[config.mk]
export PLATFORM = sky130hd
export DESIGN_NAME = irq_status_cause
export DESIGN_NICKNAME = d
export VERILOG_FILES = /design/src/rtl/irq_sc_pkg.sv /design/src/rtl/irq_sc_ctrl.sv /design/src/rtl/irq_sc_datapath.sv /design/src/rtl/irq_sc_prio.sv /design/src/rtl/irq_status_cause.sv
export SDC_FILE = /design/constraint.sdc
export NUM_CORES = 1
export LEC_CHECK = 0
export ABC_CLOCK_PERIOD_IN_PS = 1400
export BUFFER_PORTS_ARGS = -buffer_cell sky130_fd_sc_hd__buf_4
export CORE_MARGIN = 2
export CORE_UTILIZATION = 34
export DETAILED_ROUTE_END_ITERATION = 10
export PLACE_DENSITY = 0.84
export SYNTH_ARGS = -nofsm -noshare
export SYNTH_HDL_FRONTEND = slang
export SYNTH_HIERARCHICAL = 1
export SYNTH_SLANG_ARGS = --single-unit
[constraint.sdc]
create_clock -name clk -period 1.4 [get_ports clk]
set_input_delay 0.35 -clock clk [delete_from_list [all_inputs] [get_ports clk]]
set_output_delay 0.35 -clock clk [all_outputs]
set_load 0.02 [all_outputs]
[src/rtl/irq_sc_pkg.sv]
package irq_sc_pkg;
  localparam int NUM_LINES  = 8;
  localparam int SW_LINES   = 2;
  localparam int HW_LINES   = NUM_LINES - SW_LINES;
  localparam int IDX_W      = $clog2(NUM_LINES);
  localparam int FIELD_LSB  = 8;
  localparam int FIELD_MSB  = FIELD_LSB + NUM_LINES - 1;
  localparam int GIE_BIT    = 0;
  localparam int ADDR_STATUS = 0;
  localparam int ADDR_CAUSE  = 1;

  typedef struct packed {
    logic wrStatus;
    logic wrCause;
  } irq_strobe_t;
endpackage

[src/rtl/irq_sc_ctrl.sv]
module irq_sc_ctrl
  import irq_sc_pkg::*;
#(
  parameter int ADDR_W = 2
) (
  input  logic              clk,
  input  logic              rstN,
  input  logic [ADDR_W-1:0] regAddr,
  input  logic              regWrEn,
  input  logic              dispatch,
  input  logic              effValid,
  output irq_strobe_t       strobes,
  output logic              spurious
);
  logic isStatus;
  logic isCause;
  logic spuriousQ;

  assign isStatus = (regAddr == ADDR_W'(ADDR_STATUS));
  assign isCause  = (regAddr == ADDR_W'(ADDR_CAUSE));

  always_comb begin
    strobes          = '0;
    strobes.wrStatus = regWrEn && isStatus;
    strobes.wrCause  = regWrEn && isCause;
  end

  always_ff @(posedge clk) begin
    if (!rstN) spuriousQ <= 1'b0;
    else       spuriousQ <= dispatch && !effValid;
  end

  assign spurious = spuriousQ;
endmodule

[src/rtl/irq_sc_datapath.sv]
module irq_sc_datapath
  import irq_sc_pkg::*;
#(
  parameter int ADDR_W       = 2,
  parameter int DATA_W       = 32,
  parameter bit TIMER_ON_TOP = 1'b1
) (
  input  logic                 clk,
  input  logic                 rstN,
  input  irq_strobe_t          strobes,
  input  logic [ADDR_W-1:0]    regAddr,
  input  logic                 wrGie,
  input  logic [NUM_LINES-1:0] wrEnable,
  input  logic [SW_LINES-1:0]  wrSwPend,
  input  logic [HW_LINES-1:0]  hwIrq,
  input  logic                 timerMatch,
  output logic                 gie,
  output logic [NUM_LINES-1:0] enField,
  output logic [SW_LINES-1:0]  swPend,
  output logic [NUM_LINES-1:0] pendVec,
  output logic [DATA_W-1:0]    regRdData
);
  logic [HW_LINES-1:0] hwLevel;
  logic [DATA_W-1:0]   statusWord;
  logic [DATA_W-1:0]   causeWord;

  always_ff @(posedge clk) begin
    if (!rstN) begin
      gie     <= 1'b0;
      enField <= '0;
    end else if (strobes.wrStatus) begin
      gie     <= wrGie;
      enField <= wrEnable;
    end
  end

  always_ff @(posedge clk) begin
    if (!rstN)                swPend <= '0;
    else if (strobes.wrCause) swPend <= wrSwPend;
  end

  for (genvar h = 0; h < HW_LINES; h++) begin : g_hwLine
    if (TIMER_ON_TOP && (h == HW_LINES - 1)) begin : g_timerMerge
      assign hwLevel[h] = hwIrq[h] | timerMatch;
    end else begin : g_plain
      assign hwLevel[h] = hwIrq[h];
    end
  end

  if (!TIMER_ON_TOP) begin : g_noTimer
    logic unusedTimer;
    assign unusedTimer = timerMatch;
  end

  assign pendVec = {hwLevel, swPend};

  always_comb begin
    statusWord = '0;
    statusWord[GIE_BIT] = gie;
    statusWord[FIELD_MSB:FIELD_LSB] = enField;
    causeWord = '0;
    causeWord[FIELD_MSB:FIELD_LSB] = pendVec;
  end

  always_comb begin
    if (regAddr == ADDR_W'(ADDR_STATUS))     regRdData = statusWord;
    else if (regAddr == ADDR_W'(ADDR_CAUSE)) regRdData = causeWord;
    else                                     regRdData = '0;
  end
endmodule

[src/rtl/irq_sc_prio.sv]
module irq_sc_prio
  import irq_sc_pkg::*;
(
  input  logic [NUM_LINES-1:0] effVec,
  output logic [IDX_W-1:0]     idx,
  output logic                 valid
);
  always_comb begin
    idx = '0;
    for (int i = 0; i < NUM_LINES; i++) begin
      if (effVec[i]) idx = IDX_W'(i);
    end
  end

  assign valid = |effVec;
endmodule

[src/rtl/irq_status_cause.sv]
module irq_status_cause
  import irq_sc_pkg::*;
#(
  parameter int ADDR_W       = 2,
  parameter int DATA_W       = 32,
  parameter bit TIMER_ON_TOP = 1'b1
) (
  input  logic              clk,
  input  logic              rstN,
  input  logic [ADDR_W-1:0] regAddr,
  input  logic              regWrEn,
  input  logic [DATA_W-1:0] regWrData,
  output logic [DATA_W-1:0] regRdData,
  input  logic [5:0]        hwIrq,
  input  logic              timerMatch,
  input  logic              dispatch,
  output logic              irqReq,
  output logic [2:0]        irqIdx,
  output logic              irqValid,
  output logic              spurious
);
  irq_strobe_t          strobes;
  logic                 gie;
  logic [NUM_LINES-1:0] enField;
  logic [SW_LINES-1:0]  swPend;
  logic [NUM_LINES-1:0] pendVec;
  logic [NUM_LINES-1:0] effVec;
  logic                 unusedWrBits;

  assign unusedWrBits = ^{regWrData[DATA_W-1:FIELD_MSB+1],
                          regWrData[FIELD_LSB-1:GIE_BIT+1]};

  irq_sc_ctrl #(.ADDR_W(ADDR_W)) u_ctrl (
    .clk      (clk),
    .rstN     (rstN),
    .regAddr  (regAddr),
    .regWrEn  (regWrEn),
    .dispatch (dispatch),
    .effValid (irqValid),
    .strobes  (strobes),
    .spurious (spurious)
  );

  irq_sc_datapath #(
    .ADDR_W      (ADDR_W),
    .DATA_W      (DATA_W),
    .TIMER_ON_TOP(TIMER_ON_TOP)
  ) u_dp (
    .clk       (clk),
    .rstN      (rstN),
    .strobes   (strobes),
    .regAddr   (regAddr),
    .wrGie     (regWrData[GIE_BIT]),
    .wrEnable  (regWrData[FIELD_MSB:FIELD_LSB]),
    .wrSwPend  (regWrData[FIELD_LSB+SW_LINES-1:FIELD_LSB]),
    .hwIrq     (hwIrq),
    .timerMatch(timerMatch),
    .gie       (gie),
    .enField   (enField),
    .swPend    (swPend),
    .pendVec   (pendVec),
    .regRdData (regRdData)
  );

  assign effVec = pendVec & enField;

  irq_sc_prio u_prio (
    .effVec(effVec),
    .idx   (irqIdx),
    .valid (irqValid)
  );

  assign irqReq = irqValid & gie;
endmodule

# Yosys cells after proc, flatten, opt, wreduce, memory -nomap -nowiden

Cells that the tools add are included.

Eq/ne operators: 1
Muxes and demuxes: 9
Bitwise gates (word level): 3
Reductions and logical operators: 6

Operator list:

| operator             | number |
|---|---|
| $mux W32             | 1 |
| $mux W16             | 1 |
| $mux W3              | 4 |
| $and A8 B8 Y8        | 1 |
| $reduce_or A8 Y1     | 1 |
| $mux W2              | 2 |
| $logic_and A1 B1 Y1  | 3 |
| $eq A2 B1 Y1 const B | 1 |
| $logic_not A2 Y1     | 1 |
| $and A1 B1 Y1        | 1 |
| $logic_not A1 Y1     | 1 |
| $mux W1              | 1 |
| $or A1 B1 Y1         | 1 |

Bits in registers: 12
Input bits: 45
Output and inout port bits: 38
Logic and storage cells: 23

# Logic depth before layout (Yosys ltp)

Gate-level depths: netlist (run 1).

Depth after elaboration: 9
Mapped depth: 6
Depth with buffers taken out: 6

# Cells and area by module

Netlist (run 1), hierarchy kept.

By module, submodules not included:

| module           | instances | cells each | area an instance (um^2) |
|---|---|---|---|
| irq_sc_datapath  | 1         | 87         | 789.5 |
| irq_sc_prio      | 1         | 12         | 66.3 |
| irq_status_cause | 1         | 9          | 56.3 |
| irq_sc_ctrl      | 1         | 4          | 50.0 |

# Worst setup path before layout (run 1)

Ideal clock, no wire load.

Path kind: input -> output
Start point: input timerMatch
End point: output irqReq
Arrival time: 1433 ps
Required time: 1050 ps
Path slack: -383 ps
Stages on the path: 6
Cells stage by stage: nor2_1 inv_1 and2_1 nor2_1 nand4_1 and2_1

Longest elaborated chain between the ends: 4

RTL lines:

| item               | line                   | text |
|---|---|---|
| start: declaration | irq_status_cause.sv:15 | `input logic timerMatch,` |
| $or A1 B1 Y1       | irq_sc_datapath.sv:44  | `assign hwLevel[h] = hwIrq[h] \| timerMatch;` |
| net pendVec[7]     | irq_status_cause.sv:26 | `logic [NUM_LINES-1:0] pendVec;` |
| $and A8 B8 Y8      | irq_status_cause.sv:65 | `assign effVec = pendVec & enField;` |
| net effVec[7]      | irq_status_cause.sv:27 | `logic [NUM_LINES-1:0] effVec;` |
| $reduce_or A8 Y1   | irq_sc_prio.sv:15      | `assign valid = \|effVec;` |
| net irqValid       | irq_status_cause.sv:19 | `output logic irqValid,` |
| $and A1 B1 Y1      | irq_status_cause.sv:73 | `assign irqReq = irqValid & gie;` |
| end: declaration   | irq_status_cause.sv:17 | `output logic irqReq,` |

The timed path passes the listed nets, and every way through them passes these cells.

# Worst setup path in the final report (run 1)

Start point: register u_dp.swPend[1]
End point: output irqReq

Longest elaborated chain between the ends: 3

RTL lines:

| item                     | line                   | text |
|---|---|---|
| start: declaration       | irq_sc_datapath.sv:19  | `output logic [SW_LINES-1:0] swPend,` |
| start signal: assignment | irq_sc_datapath.sv:39  | `else if (strobes.wrCause) swPend <= wrSwPend;` |
| $and A8 B8 Y8            | irq_status_cause.sv:65 |  |
| net effVec[1]            | irq_status_cause.sv:27 |  |
| $reduce_or A8 Y1         | irq_sc_prio.sv:15      |  |
| $and A1 B1 Y1            | irq_status_cause.sv:73 |  |

The timed path passes the listed nets, and every way through them passes these cells.

==> impl_metrics.env, run 1 <==
export IMPL_fillCellCount=248
export IMPL_track_usage=0.132
export IMPL_fin_crit_sh=1.20
export IMPL_die_area_um2=3220
export IMPL_critPathCaptureType="output port"
export IMPL_antenna_found_initial=0
export IMPL_peakVddDrop_mv=0.335
export IMPL_port_buffers=36
export IMPL_worstPathArrival_ps=1330
export IMPL_violations="negative setup slack"
export IMPL_min_path_cells=2
export IMPL_rows=19
export IMPL_timing_max_cap_violations=0
export IMPL_critical_path_required_ps=1050
export IMPL_fp_coreArea_um2=2710
export IMPL_setup_viol=8
export IMPL_grt_pass1_vias=771
export IMPL_cts_tree="built"
export IMPL_crit_path_start_kind="register"
export IMPL_hold_buffers=0
export IMPL_ys_warn_count=6
export IMPL_htreeDepth=1
export IMPL_grt_start_max_net_pins=13
export IMPL_cp_max_fo=3
export IMPL_grt_pass1_wl_um=3290
export IMPL_slowest_delay_ps=330
export IMPL_layout_nets=208
export IMPL_cts_root_buffer="clkbuf_4"
export IMPL_vias_per_cell=4.34
export IMPL_cp_cell_sequence="and2_1 > nor2_1 > nand4_1 > and2_4 > buf_6"
export IMPL_regArea_um2=253
export IMPL_drt_wl_total_um=2400
export IMPL_fp_dieW_um=56.8
export IMPL_finalHoldViolCount=0
export IMPL_cts_max_path_buffers=2
export IMPL_first_pass_iters=3
export IMPL_grt_overflow=0
export IMPL_crit_type="register to output port"
export IMPL_fp_dieH_um=56.8
export IMPL_wl_per_cell_um=12.4
export IMPL_min_period_ps=1680
export IMPL_clock_latency_ps=270
export IMPL_p_leak_nw=0.709
export IMPL_outcome="finished, violations left"
export IMPL_ant_nets=0
export IMPL_rsz0062_at_grt="yes"
export IMPL_dp_hpwl_um=1610
export IMPL_syn_inst=110
export IMPL_hold_ws_ps=322
export IMPL_synth_area_um2=947
export IMPL_clockPowerShare=0.289
export IMPL_cts_buffers=3
export IMPL_initial_core_util=0.349
export IMPL_multi_input_area_um2=622
export IMPL_drtIter0Drc=15
export IMPL_area_growth_pct=52.6
export IMPL_clock_skew_final_ps=7.11
export IMPL_p_seq_frac=0.374
export IMPL_crit_slowest_cell="dfxtp_2"
export IMPL_clk_pin_slew_ps=80
export IMPL_min_path_type="input port to register"
export IMPL_swShare=0.315
export IMPL_p_int_uw=665
export IMPL_drive_gt1_frac=0.568
export IMPL_avgSynthCellArea_um2=8.61
export IMPL_p_sw_uw=306
export IMPL_p_comb_frac=0.337
export IMPL_r2r_cells=4
export IMPL_place_gp_congestion=0.761
export IMPL_io_pins=83
export IMPL_antenna_cells=0
export IMPL_slew_violations=0
export IMPL_power_density_nw_per_um2=672
export IMPL_cts_sinks=12
export IMPL_fin_util=0.533
export IMPL_remaining_drc_errors=0
export IMPL_via_count=838
export IMPL_fmax_mhz=595
export IMPL_layout_setup_ws_ps=-280
-- critical path, delay by kind of cell, from the launching register on --
family / cells / cell delay [ps]
and+or+nand+nor: 4 / 610
DFF: 1 / 330
buffers and inverters: 1 / 120
-- sequential cells by signal (all words and copies together) (netlist names) --
register	count
u_ctrl/spurious	1
u_dp/enField	8
u_dp/gie	1
u_dp/swPend	2
-- metrics by stage --
step,setup slack (ps),instance area [µm²],instances,power (mW),TNS (ps)
after CTS,-278,1380,188,0.957,-1220
after floorplan,-237,1050,132,0.596,-449
final,-280,1450,193,0.971,-1300
after detailed placement,-296,1230,181,0.650,-948
after global routing,-320,1450,193,1.02,-1960
after global placement,-284,1230,181,0.645,-896
-- repair_timing --
action | CTS | global route
pin swaps | 12 | 11
setup buffers | 4 | 6
setup endpoints to repair | 10 | 13
gates resized for setup | 28 | 9
-- routing by layer --
layer,GRT usage,share of wire,up-vias
met3,0.0184,0.047,6
met2,0.234,0.54,31
met1,0.147,0.39,392
met4,0.0797,0.028,0
met5,0,0,-
li1,-,-,409
-- area by class of cell --
type | instances | area share
Multi-Input combinational cell | 85 | 0.430
Timing Repair Buffer | 58 | 0.335
Sequential cell | 12 | 0.175
Tap cell | 31 | 0.0268
Clock buffer | 4 | 0.0251
Inverter | 3 | 0.00779
-- layout by cell type (no fill, tap or decap), drive strengths merged --
| cell | n |
|---|---|
| a21oi | 2 |
| mux2i | 18 |
| dfxtp | 12 |
| nor3b | 2 |
| nand4 | 1 |
| nand2 | 1 |
| a211oi | 1 |
| nor2 | 13 |
| and2 | 9 |
| nor2b | 11 |
| conb | 23 |
| inv | 3 |
| clkbuf | 4 |
| buf | 58 |
| and3b | 2 |
| o31ai | 2 |
-- final timing paths --
check | slack (ps) | from | end
hold / removal | 320 | dispatch | u_ctrl/spurious
setup reg to reg | 350 | u_dp/swPend[1] | u_ctrl/spurious
setup / recovery | -280 | u_dp/swPend[1] | irqReq
hold reg to reg | 530 | u_dp/enField[1] | u_dp/enField[1]
-- power by group through the flow --
stage,clock network (mW),registers [mW],logic (mW)
finish,0.280,0.363,0.327
global route,0.309,0.365,0.344
CTS,0.281,0.362,0.314
detailed placement,0,0.369,0.281
global placement,0,0.368,0.277
floorplan,0,0.371,0.225
Note: power is estimated with default switching activity, not from simulation.
==> run 2: changes to the inputs <==
ABC_AREA = 1   (was not set)
CORE_UTILIZATION = 36   (was 34)
PLACE_DENSITY = 0.85   (was 0.84)
==> impl_metrics.env, run 2 <==
export IMPL_vias_per_cell=3.99
export IMPL_p_total_uw=972
export IMPL_clk_pin_slew_ps=70
export IMPL_min_period_ps=1650
export IMPL_hold_buffers=0
export IMPL_regMostFlops="u_dp/enField"
export IMPL_fmax_mhz=607
export IMPL_rows=19
export IMPL_p_leak_nw=0.885
export IMPL_place_inst=246
export IMPL_die_area_um2=3420
export IMPL_cts_buffers=3
export IMPL_htreeDepth=1
export IMPL_drive_gt1_frac=0.462
export IMPL_grt_start_max_net_pins=19
export IMPL_layout_setup_ws_ps=-246
export IMPL_grt_pass1_wl_um=3750
export IMPL_cts_root_buffer="clkbuf_4"
export IMPL_synth_area_um2=1070
export IMPL_crit_path_start_kind="register"
export IMPL_grt_pass1_vias=883
export IMPL_outcome="finished, violations left"
export IMPL_crit_slowest_cell="dfxtp_2"
export IMPL_fin_crit_sh=1.18
export IMPL_track_usage=0.144
export IMPL_antenna_found_initial=0
export IMPL_power_density_nw_per_um2=668
export IMPL_antenna_cells=0
export IMPL_initial_core_util=0.384
export IMPL_io_pins=83
export IMPL_finalHoldViolCount=0
export IMPL_area_growth_pct=36.3
export IMPL_rsz0062_at_grt="yes"
export IMPL_syn_inst=177
export IMPL_fp_coreArea_um2=2780
export IMPL_final_common_cell="nand2_1"
export IMPL_via_count=1013
export IMPL_avgSynthCellArea_um2=6.03
export IMPL_slowest_delay_ps=320
export IMPL_wl_per_cell_um=9.11
export IMPL_largest_register_ffs=8
export IMPL_reg_top3="u_dp/enField x8, u_dp/swPend x2"
export IMPL_remaining_drc_errors=0
export IMPL_place_gp_congestion=0.779
export IMPL_clock_skew_final_ps=4.69
export IMPL_fin_setup_tns_ps=-793
export IMPL_layout_nets=270
export IMPL_fin_cells=254
export IMPL_multi_input_area_um2=583
export IMPL_slew_violations=0
export IMPL_hold_ws_ps=310
export IMPL_fp_dieW_um=58.5
export IMPL_drtIter0Drc=8
export IMPL_drt_wl_total_um=2310
export IMPL_ys_warn_count=6
export IMPL_regArea_um2=250
export IMPL_crit_type="register to output port"
export IMPL_cp_max_fo=3
export IMPL_final_cell_mix="nand2_1 (52), buf_4 (43), conb_1 (23)"
export IMPL_setup_viol=5
export IMPL_critical_path_required_ps=1050
export IMPL_grt_overflow=0
export IMPL_violations="negative setup slack"
export IMPL_dp_hpwl_um=1720
export IMPL_cts_max_path_buffers=2
export IMPL_min_path_type="input port to register"
export IMPL_timing_max_cap_violations=0
export IMPL_cts_tree="built"
export IMPL_worstPathArrival_ps=1300
export IMPL_first_pass_iters=4
export IMPL_cp_cell_sequence="nand2_1 > inv_1 > inv_2 > nand2_2 > nor3_2 > nand3_2 > nand2_2 > inv_2 > buf_6"
export IMPL_cts_sinks=12
export IMPL_ant_nets=0
export IMPL_fin_util=0.523
export IMPL_fillCellCount=280
export IMPL_fp_dieH_um=58.5
export IMPL_critPathCaptureType="output port"
export IMPL_peakVddDrop_mv=0.353
export IMPL_clock_latency_ps=270
export IMPL_port_buffers=36
-- run 2: stage by stage --
step | area [µm²] | worst slack (ps)
finish | 1460 | -246
global route | 1460 | -343
CTS | 1430 | -263
detailed placement | 1310 | -197
global placement | 1310 | -206
floorplan | 1160 | -62.0
-- run 2: final cells by class --
cell class | count | area share
Clock buffer | 3 | 0.0155
Inverter | 31 | 0.0800
Multi-Input combinational cell | 124 | 0.401
Sequential cell | 12 | 0.172
Tap cell | 31 | 0.0267
Timing Repair Buffer | 53 | 0.305
-- run 2: final timing paths --
kind | cells past startpoint | from | endpoint | slack, ps
setup / recovery | 9 | u_dp/enField[3] | irqReq | -250
hold / removal | 3 | dispatch | u_ctrl/spurious | 310
setup reg to reg | 9 | u_dp/enField[3] | u_ctrl/spurious | 180
hold reg to reg | 2 | u_dp/enField[7] | u_dp/enField[7] | 500
-- run 2: worst max-delay path, delay by kind of cell (launching register included) --
kind	cells	cell delay, ps
flops	1	320
simple gates	5	460
buf+inv	4	250
-- run 2: layer usage --
layer / track usage / vias to the layer above / routed length (µm)
li1: - / 552 / -
met1: 0.171 / 423 / 905
met2: 0.252 / 32 / 1230
met3: 0.0198 / 6 / 144
met4: 0.0764 / 0 / 37
met5: 0 / - / 0
-- run 2: repair_timing --
| item | in CTS | in global routing |
|---|---|---|
| pin swaps | 4 | 4 |
| endpoints found under the setup margin | 6 | 7 |
| gates cloned | 0 | 0 |
| resized for setup | 28 | 9 |
| setup buffers | 5 | 2 |
-- run 2: report_power, final --
group	leakage, nW	internal (mW)	switching, mW
registers	0.102	0.362	0.0124
logic	0.770	0.174	0.224
clock network	0.0138	0.0994	0.101
total	0.885	0.635	0.337
==> run 3: changes to the inputs <==
--- a/config.mk
+++ b/config.mk
@@ -9,8 +9,10 @@
 export ABC_CLOCK_PERIOD_IN_PS = 1400
 export BUFFER_PORTS_ARGS = -buffer_cell sky130_fd_sc_hd__buf_4
+export CORE_ASPECT_RATIO = 0.7
 export CORE_MARGIN = 2
 export CORE_UTILIZATION = 36
 export DETAILED_ROUTE_END_ITERATION = 10
 export PLACE_DENSITY = 0.85
+export SETUP_SLACK_MARGIN = 0.2
 export SYNTH_ARGS = -nofsm -noshare
 export SYNTH_HDL_FRONTEND = slang
==> constraint.sdc (replaced) <==
create_clock -name clk -period 1.4 [get_ports clk]
set_input_delay 0.35 -clock clk [delete_from_list [all_inputs] [get_ports clk]]
set_output_delay 0.35 -clock clk [all_outputs]
set_load 0.005 [all_outputs]
==> impl_metrics.env, run 3 (same netlist as run 2, synthesis figures left out) <==
export IMPL_min_path_type="input port to register"
export IMPL_wl_per_cell_um=10.8
export IMPL_drtIter0Drc=47
export IMPL_regMostFlops="u_dp/enField"
export IMPL_outcome="finished, violations left"
export IMPL_layout_nets=277
export IMPL_crit_path_start_kind="register"
export IMPL_slew_violations=0
export IMPL_grt_overflow=0
export IMPL_regToRegEndpoint="u_ctrl/spurious"
export IMPL_violations="negative setup slack"
export IMPL_place_gp_congestion=0.780
export IMPL_swShare=0.289
export IMPL_hold_buffers=0
export IMPL_io_pins=83
export IMPL_fillCellCount=272
export IMPL_initial_core_util=0.381
export IMPL_port_buffers=36
export IMPL_ant_nets=0
export IMPL_worstPathArrival_ps=1260
export IMPL_grt_pass1_wl_um=4190
export IMPL_fp_dieH_um=49.6
export IMPL_worstReg2RegStart="u_dp/enField[3]"
export IMPL_fmax_mhz=620
export IMPL_power_density_nw_per_um2=656
export IMPL_reg_top3="u_dp/enField x8, u_dp/swPend x2"
export IMPL_layout_setup_ws_ps=-213
export IMPL_clockPowerShare=0.292
export IMPL_final_common_cell="nand2_1"
export IMPL_p_comb_frac=0.352
export IMPL_fin_crit_sh=1.15
export IMPL_drt_wl_total_um=2880
export IMPL_rows=16
export IMPL_track_usage=0.151
export IMPL_r2r_cells=9
export IMPL_p_sw_uw=304
export IMPL_fin_util=0.572
export IMPL_antenna_found_initial=0
export IMPL_cts_max_path_buffers=2
export IMPL_grt_start_max_net_pins=13
export IMPL_timing_max_cap_violations=0
export IMPL_htreeDepth=1
export IMPL_final_cell_mix="nand2_1 (46), buf_4 (44), conb_1 (23)"
export IMPL_vias_per_cell=4.20
export IMPL_critPathCaptureType="output port"
export IMPL_drive_gt1_frac=0.535
export IMPL_cts_root_buffer="clkbuf_8"
export IMPL_hold_ws_ps=396
export IMPL_clock_skew_final_ps=0.308
export IMPL_clock_latency_ps=230
export IMPL_regArea_um2=251
export IMPL_multi_input_area_um2=631
export IMPL_p_int_uw=749
export IMPL_crit_end="irqIdx[1]"
export IMPL_p_seq_frac=0.356
export IMPL_clk_pin_slew_ps=50
export IMPL_critical_path_required_ps=1050
export IMPL_cts_buffers=3
export IMPL_remaining_drc_errors=0
export IMPL_cp_max_fo=2
export IMPL_worstSetupStartpoint="u_dp/enField[3]"
export IMPL_first_pass_iters=4
export IMPL_grt_pass1_vias=949
export IMPL_die_area_um2=3420
export IMPL_cts_tree="built"
export IMPL_antenna_cells=0
export IMPL_dp_hpwl_um=1800
export IMPL_fp_dieW_um=69.1
export IMPL_p_leak_nw=0.942
export IMPL_cts_sinks=12
export IMPL_peakVddDrop_mv=0.454
export IMPL_setup_viol=5
export IMPL_finalHoldViolCount=0
export IMPL_reg2reg_slack_ps=270
export IMPL_crit_type="register to output port"
export IMPL_fp_coreArea_um2=2800
export IMPL_via_count=1117
export IMPL_largest_register_ffs=8
export IMPL_rsz0062_at_grt="yes"
export IMPL_area_growth_pct=50.3
export IMPL_min_period_ps=1610
[run 3: worst min path at each step]
stage / startpoint / slack [ps] / cells past startpoint / end
floorplan: u_dp/enField[7] / 460 / 2 / u_dp/enField[7]
global placement: u_dp/enField[7] / 480 / 2 / u_dp/enField[7]
detailed placement: u_dp/swPend[0] / 490 / 2 / u_dp/swPend[0]
CTS: dispatch / 330 / 3 / u_ctrl/spurious
global route: dispatch / 410 / 3 / u_ctrl/spurious
finish: dispatch / 400 / 3 / u_ctrl/spurious
[run 3: power by group through the flow]
stage / Sequential (mW) / Clock (mW) / Combinational [mW]
3_3_place_gp: 0.379 / 0 / 0.254
4_1_cts: 0.373 / 0.318 / 0.315
3_5_place_dp: 0.380 / 0 / 0.259
6_report: 0.375 / 0.307 / 0.370
5_1_grt: 0.378 / 0.336 / 0.403
2_1_floorplan: 0.379 / 0 / 0.193
[run 3: layout make-up]
| type | count | share of cell area |
|---|---|---|
| well taps | 36 | 0.0281 |
| clock buffers | 3 | 0.0257 |
| flip-flops and latches | 12 | 0.157 |
| inverters | 31 | 0.0725 |
| multi-input cells | 124 | 0.393 |
| repair buffers | 60 | 0.324 |
[run 3: per-layer routing]
metal / track usage / vias to the layer above / share of wire
li1: - / 566 / -
met1: 0.190 / 509 / 0.41
met2: 0.266 / 36 / 0.51
met3: 0.0491 / 6 / 0.058
met4: 0.00980 / 0 / 0.018
met5: 0 / - / 0
[run 3: repair_timing]
item	4_1_cts	5_1_grt
endpoints found under the setup margin	14	20
resized for setup	38	28
setup buffers	8	5
cloned	0	1
pin swaps	14	15
hold endpoints to repair	0	0
[run 3: per-stage QoR]
| step | worst slack [ps] | total power, mW | cell area, µm² | instances | TNS, ps |
|---|---|---|---|---|---|
| 6_report | -213 | 1.05 | 1600 | 266 | -721 |
| 3_5_place_dp | -229 | 0.639 | 1280 | 249 | -424 |
| 2_1_floorplan | 52.8 | 0.572 | 1160 | 199 | 0 |
| 5_1_grt | -304 | 1.12 | 1600 | 266 | -1090 |
| 4_1_cts | -213 | 1.01 | 1470 | 260 | -530 |
| 3_3_place_gp | -207 | 0.633 | 1280 | 249 | -396 |
[run 3: critical path: stages (launching register included)]
cell and delay, ps:
dfxtp_2 320, nand2_2 60, inv_2 30, inv_2 50, nand2_2 70, buf_4 130, buf_4 120, nand2_2 60
nand2_2 60, buf_4 130
